[src/rtl/hbridge_pwm_pkg.sv]
`timescale 1ns/1ps
package hbridge_pwm_pkg;
  // gate nibble bit positions
  localparam int GB_HI_A = 0;
  localparam int GB_LO_A = 1;
  localparam int GB_HI_B = 2;
  localparam int GB_LO_B = 3;

  localparam logic [3:0] GATE_OFF   = 4'b0000;
  localparam logic [3:0] GATE_BRAKE = 4'b1010;
  localparam logic [3:0] GATE_FWD   = 4'b1001;
  localparam logic [3:0] GATE_REV   = 4'b0110;

  typedef enum logic [1:0] {
    ST_BRAKE,
    ST_LEAD,
    ST_DRIVE,
    ST_TRAIL
  } ch_state_e;
endpackage

[src/rtl/pwm_sync2.sv]
`timescale 1ns/1ps
module pwm_sync2 #(
  parameter int W = 1
) (
  input  logic         clk_i,
  input  logic         rst_ni,
  input  logic [W-1:0] d_i,
  output logic [W-1:0] q_o
);
  logic [W-1:0] s1_q, s2_q;

  always_ff @(posedge clk_i or negedge rst_ni) begin
    if (!rst_ni) begin
      s1_q <= '0;
      s2_q <= '0;
    end else begin
      s1_q <= d_i;
      s2_q <= s1_q;
    end
  end

  assign q_o = s2_q;
endmodule

[src/rtl/pwm_slot_timer.sv]
`timescale 1ns/1ps
module pwm_slot_timer #(
  parameter  int NUM_MOT = 2,
  localparam int TW      = (NUM_MOT > 1) ? $clog2(NUM_MOT) : 1
) (
  input  logic               clk_i,
  input  logic               rst_ni,
  input  logic               phase_s_i,
  input  logic               slot_s_i,
  output logic [NUM_MOT-1:0] start_o
);
  logic          ph_d_q;
  logic [TW-1:0] turn_q, turn_nx, owner;
  logic          rise, fall, ev;

  assign rise    = phase_s_i & ~ph_d_q;
  assign fall    = ~phase_s_i & ph_d_q;
  assign turn_nx = (turn_q == TW'(NUM_MOT - 1)) ? '0 : turn_q + 1'b1;
  assign ev      = slot_s_i ? fall : rise;
  // a rising edge opens a new cycle, so the high-half slot belongs to the next owner
  assign owner   = slot_s_i ? turn_q : turn_nx;

  always_ff @(posedge clk_i or negedge rst_ni) begin
    if (!rst_ni) begin
      ph_d_q <= 1'b0;
      turn_q <= TW'(NUM_MOT - 1);
    end else begin
      ph_d_q <= phase_s_i;
      if (rise) turn_q <= turn_nx;
    end
  end

  for (genvar k = 0; k < NUM_MOT; k++) begin : g_start
    assign start_o[k] = ev && (owner == TW'(k));
  end
endmodule

[src/rtl/hb_channel.sv]
`timescale 1ns/1ps
module hb_channel
  import hbridge_pwm_pkg::*;
#(
  parameter  int CMD_W = 8,
  localparam int MAG_W = CMD_W - 1
) (
  input  logic             clk_i,
  input  logic             rst_ni,
  input  logic             start_i,
  input  logic             fault_ok_i,
  input  logic [CMD_W-1:0] cmd_i,
  output logic [3:0]       gate_o
);
  ch_state_e        state_q, state_d;
  logic [MAG_W-1:0] cnt_q, cnt_d;
  logic             rev_q, rev_d;
  logic [MAG_W-1:0] mag;

  assign mag = cmd_i[MAG_W-1:0];

  always_comb begin
    state_d = state_q;
    cnt_d   = cnt_q;
    rev_d   = rev_q;
    unique case (state_q)
      ST_BRAKE: if (start_i && fault_ok_i && (mag != '0)) begin
        state_d = ST_LEAD;
        cnt_d   = mag;
        rev_d   = cmd_i[CMD_W-1];
      end
      ST_LEAD:  state_d = fault_ok_i ? ST_DRIVE : ST_BRAKE;
      ST_DRIVE: begin
        cnt_d = cnt_q - 1'b1;
        if (!fault_ok_i || (cnt_q == MAG_W'(1))) state_d = ST_TRAIL;
      end
      ST_TRAIL: state_d = ST_BRAKE;
      default:  state_d = ST_BRAKE;
    endcase
  end

  always_ff @(posedge clk_i or negedge rst_ni) begin
    if (!rst_ni) begin
      state_q <= ST_BRAKE;
      cnt_q   <= '0;
      rev_q   <= 1'b0;
    end else begin
      state_q <= state_d;
      cnt_q   <= cnt_d;
      rev_q   <= rev_d;
    end
  end

  always_comb begin
    unique case (state_q)
      ST_BRAKE: gate_o = GATE_BRAKE;
      ST_DRIVE: gate_o = rev_q ? GATE_REV : GATE_FWD;
      default:  gate_o = GATE_OFF;
    endcase
  end

  // no shoot-through on either terminal
  p_no_shoot_r5: assert property (@(posedge clk_i) disable iff (!rst_ni)
    !((gate_o[GB_HI_A] && gate_o[GB_LO_A]) || (gate_o[GB_HI_B] && gate_o[GB_LO_B])));

  // leaving brake goes through all-off
  p_dead_lead_r4: assert property (@(posedge clk_i) disable iff (!rst_ni)
    (gate_o == GATE_BRAKE) |=> (gate_o == GATE_BRAKE || gate_o == GATE_OFF));

  // leaving drive goes through all-off
  p_dead_trail_r4: assert property (@(posedge clk_i) disable iff (!rst_ni)
    (gate_o == GATE_FWD || gate_o == GATE_REV) |=> (gate_o == $past(gate_o) || gate_o == GATE_OFF));

  // no drive in the cycle after a fault is seen
  p_fault_cut_r10: assert property (@(posedge clk_i) disable iff (!rst_ni)
    !fault_ok_i |=> (gate_o != GATE_FWD && gate_o != GATE_REV));

  // zero magnitude keeps brake
  p_zero_mag_r9: assert property (@(posedge clk_i) disable iff (!rst_ni)
    (start_i && mag == '0 && gate_o == GATE_BRAKE) |=> (gate_o == GATE_BRAKE));
endmodule

[src/rtl/hbridge_slot_pwm.sv]
`timescale 1ns/1ps
module hbridge_slot_pwm #(
  parameter  int NUM_MOT = 2,
  parameter  int CMD_W   = 8,
  localparam int SYN_W   = NUM_MOT + 2
) (
  input  logic                     clk_i,
  input  logic                     rst_ni,
  input  logic                     phase_i,
  input  logic                     slot_i,
  input  logic [NUM_MOT-1:0]       fault_ni,
  input  logic [NUM_MOT*CMD_W-1:0] cmd_i,
  output logic [NUM_MOT*4-1:0]     gate_o
);
  logic [SYN_W-1:0]   syn_q;
  logic [NUM_MOT-1:0] start;

  pwm_sync2 #(.W(SYN_W)) i_sync (
    .clk_i  (clk_i),
    .rst_ni (rst_ni),
    .d_i    ({fault_ni, slot_i, phase_i}),
    .q_o    (syn_q)
  );

  pwm_slot_timer #(.NUM_MOT(NUM_MOT)) i_timer (
    .clk_i     (clk_i),
    .rst_ni    (rst_ni),
    .phase_s_i (syn_q[0]),
    .slot_s_i  (syn_q[1]),
    .start_o   (start)
  );

  for (genvar k = 0; k < NUM_MOT; k++) begin : g_ch
    hb_channel #(.CMD_W(CMD_W)) i_ch (
      .clk_i      (clk_i),
      .rst_ni     (rst_ni),
      .start_i    (start[k]),
      .fault_ok_i (syn_q[2+k]),
      .cmd_i      (cmd_i[k*CMD_W +: CMD_W]),
      .gate_o     (gate_o[k*4 +: 4])
    );
  end
endmodule

[config.mk]
export PLATFORM = sky130hd
export DESIGN_NAME = hbridge_slot_pwm
export DESIGN_NICKNAME = d
export VERILOG_FILES = /design/src/rtl/hbridge_pwm_pkg.sv /design/src/rtl/pwm_sync2.sv /design/src/rtl/pwm_slot_timer.sv /design/src/rtl/hb_channel.sv /design/src/rtl/hbridge_slot_pwm.sv
export SDC_FILE = /design/constraint.sdc
export NUM_CORES = 1
export LEC_CHECK = 0
export CELL_PAD_IN_SITES_DETAIL_PLACEMENT = 1
export CELL_PAD_IN_SITES_GLOBAL_PLACEMENT = 2
export CORE_UTILIZATION = 24
export CTS_CLUSTER_DIAMETER = 80
export DETAILED_ROUTE_END_ITERATION = 7
export PLACE_DENSITY = 0.72
export SYNTH_ARGS = -nofsm -noshare
export SYNTH_HDL_FRONTEND = slang
export SYNTH_HIERARCHICAL = 1
export SYNTH_SLANG_ARGS = --single-unit
[constraint.sdc]
create_clock -name clk_i -period 3.3 [get_ports clk_i]
set_input_delay 0.33 -clock clk_i [delete_from_list [all_inputs] [get_ports clk_i]]
set_output_delay 0.33 -clock clk_i [all_outputs]
set_load 0.02 [all_outputs]
==> flow_summary.toml <==
[floorplan]
floorplan.die.width_um = 80.4
design.core.area_sq_um = 5920
placementRows = 28
floorplan.io_pins = 30
design.die.area_sq_um = 6470
die-height_um = 80.4
initial_utilization_pct = 24.9

[routing]
drc = 0
via_total_after_detailed_routing = 1201
routedWlPerCell_um = 14.6
antenna_nets_post_route = 0
drt_pre_antenna_iters = 4
per_cell_via_count_in_the_routed_design = 4.96
initialDrtViolationCount = 38
wl_mm = 3.54

[timing]
rsz0062_at_grt = "no"
min_period_ps = 2100
worstMarginPinSlew_ps = 660
fmax_ghz = 0.476
finalCritPeriodShare_pct = 63.6
slew_viol_final = 0
finClkSkew_ps = 5.28
report.final.hold_viol_count = 0
totalNegativeSetupSlack_ps = 0
setup_viol_count_final = 0
timing.max_slew.rel_slack_pct = 55.9

[clock_network]
maximum_clock_path_buffer_count = 2
postCtsHoldBufs = 0
cts_inserted_buffers = 5
clk_pin_slew_worst_setup_hold_paths_ps = 60
cts-root-buf = "clkbuf_8"
clk_latency_worst_skew_pair_ps = 270
cts.sink_count = 30
h-tree-depth = 2
post-cts-setup-buffer-count = 0
total_of_cells_resized_after_clock_tree_synthesis = 0
cts_tree = "built"

[layout]
layout.nets = 192
finish.utilization_pct = 33.0
antenna_cells = 0
fillerInstances = 674
final_layout_size_suffix_gt1_share_pct = 10.8
synthToLayoutAreaGrowth_pct = 32.5
final_cell_mix = "dfrtp_1, clkdlybuf4s50_1, inv_1, a21oi_1"

[critical_path]
worst_path_largest_cell_delay_ps = 560
data_arrival_time_of_the_critical_path_ps = 2250
worstPathMaxFanout = 11
timing.critical_path.to_type = "register"
critical_path_class = "input pin to register"
critPathSlowestCell = "o41ai_4"
critical_path.startpoint_type = "input pin"
cp_cell_sequence = "clkdlybuf4s50_1 > or4_4 > o41ai_4 > mux2_1"
worstPathRequired_ps = 3450

[logic_synthesis]
synth.yosys.warnings = 6
syn-mean-instance-area_sq_um = 11.3
ys_types = 36
post_synthesis_sequential_element_count = 30
netlist_area_sq_um = 1480
synth_nets = 157
syn_inst = 131
yosysSeqAreaShare_pct = 50.9

[run_status]
status = "completed"

[worst_hold_path]
hp-class = "register to register"

[place]
hpwlAfterDp_mm = 2.61
io_buffer_count = 29
gp_congestion = 0.736

[global_routing]
grt_start_max_net_pins = 31
vias_in_the_first_global_route = 1321
antenna_found_initial = 0
globalRouteOverflowTotal = 0
grt_pass1_wl_mm = 6.16
global_route.usage.total_pct = 12.4

[power_and_ir_drop]
peakVddDrop_uv = 349
power-per-cell-area_nw_per_um2 = 772
static-leakage-power_nw = 0.788

[flow_run]
max_cap_violations = 0
## synthesized netlist by cell type, drive strengths merged
cell      n  share of area [%]
o22ai     1               0.42
nand2     8                2.0
a2bb2oi   2                1.2
and4bb    2                1.7
ha        4                3.4
or4       6                3.6
o32ai     2                1.2
a21boi    2                1.0
buf       2                1.5
o31a      2                1.2
nand2b    4                2.2
o41ai     2                3.7
o311ai    4                2.4
mux2      2                1.5
o31ai     1               0.85
a211oi    2                1.0
nor2      8                2.0
and2b     2                1.0
a21oi    10                3.4
xnor2     1               0.59
dfstp     1                1.8
a221oi    2                1.2
a31oi     2               0.85
nand4b    1               0.59
o211ai    2                1.0
inv      10                2.5
o21ai     4                1.4
nand3b    5                2.5
nand3     4                1.4
nand4     2               0.85
nor4      2               0.85
dfrtp    29                 49
## per-stage QoR
step	instance area [sq um]	worst slack, ps	total power, W	cells	hold WS (ps)
final	1960	1200	0.00151	242	346
after global routing	1960	1120	0.00164	242	356
after CTS	1960	1200	0.00153	242	350
after detailed placement	1850	906	0.00117	234	336
after global placement	1850	966	0.00114	234	335
after floorplan	1480	1590	0.000943	131	34.4
## report_power, final
part,switching (W),internal [W],leakage [nW]
combinational,0.000276,0.000247,0.377
sequential,0.000141,0.000501,0.354
clock,0.000134,0.000210,0.0575
total,0.000552,0.000959,0.788
## metal layers
metal	vias up	part of all wire, %	GRT usage (%)
met5	-	0	0
met2	35	51	22.2
li1	567	-	-
met4	0	0	2.68
met1	599	43	14.8
met3	0	6.1	3.18
## state kept, by name (all words and copies together) (netlist names), named ones only
signal	count
i_timer/turn_q	1
i_timer/ph_d_q	1
g_ch.i_ch/rev_q	2
g_ch.i_ch/cnt_q	14
g_ch.i_ch/state_q	2
i_sync/q_o	4
i_sync/s1_q	4
## cell type report
cell class | count | area [sq um] | area share, %
clock buffers | 8 | 110 | 5.63
inverters | 10 | 37.5 | 1.92
multi-input cells | 89 | 664 | 34.0
flip-flops and latches | 30 | 752 | 38.5
well taps | 75 | 93.8 | 4.80
repair buffers | 30 | 298 | 15.2
## worst max-delay path: cells and delay by family
family,cells,cell delay (ps)
compound gates,1,560
mux,1,380
simple gates,1,510
buf+inv,1,470
## cells by family after synthesis
group | share of synthesized area, %
and+or+nand+nor | 18.7
DFF | 50.9
xor gates and xnor gates | 0.593
buffers and inverters | 4.07
adders and majority gates | 3.39
muxes | 1.53
AOI/OAI and AO/OA | 20.8
## path summary, 6_finish.rpt
kind                                 from               endpoint  slack (ps)  cells after the start
setup / recovery                 cmd_i[8]     g_ch[1].i_ch/rev_q        1200                      4
hold / removal             i_sync/s1_q[2]          i_sync/q_o[2]         350                      0
setup reg to reg           i_timer/turn_q  g_ch[1].i_ch/cnt_q[2]        1440                      6
hold reg to reg            i_sync/s1_q[2]          i_sync/q_o[2]         350                      0
max in group asynchronous          rst_ni         i_timer/turn_q        2520                      2
min in group asynchronous          rst_ni  g_ch[1].i_ch/cnt_q[0]         460                      2
No activity file was read; power rests on OpenSTA's default activity.
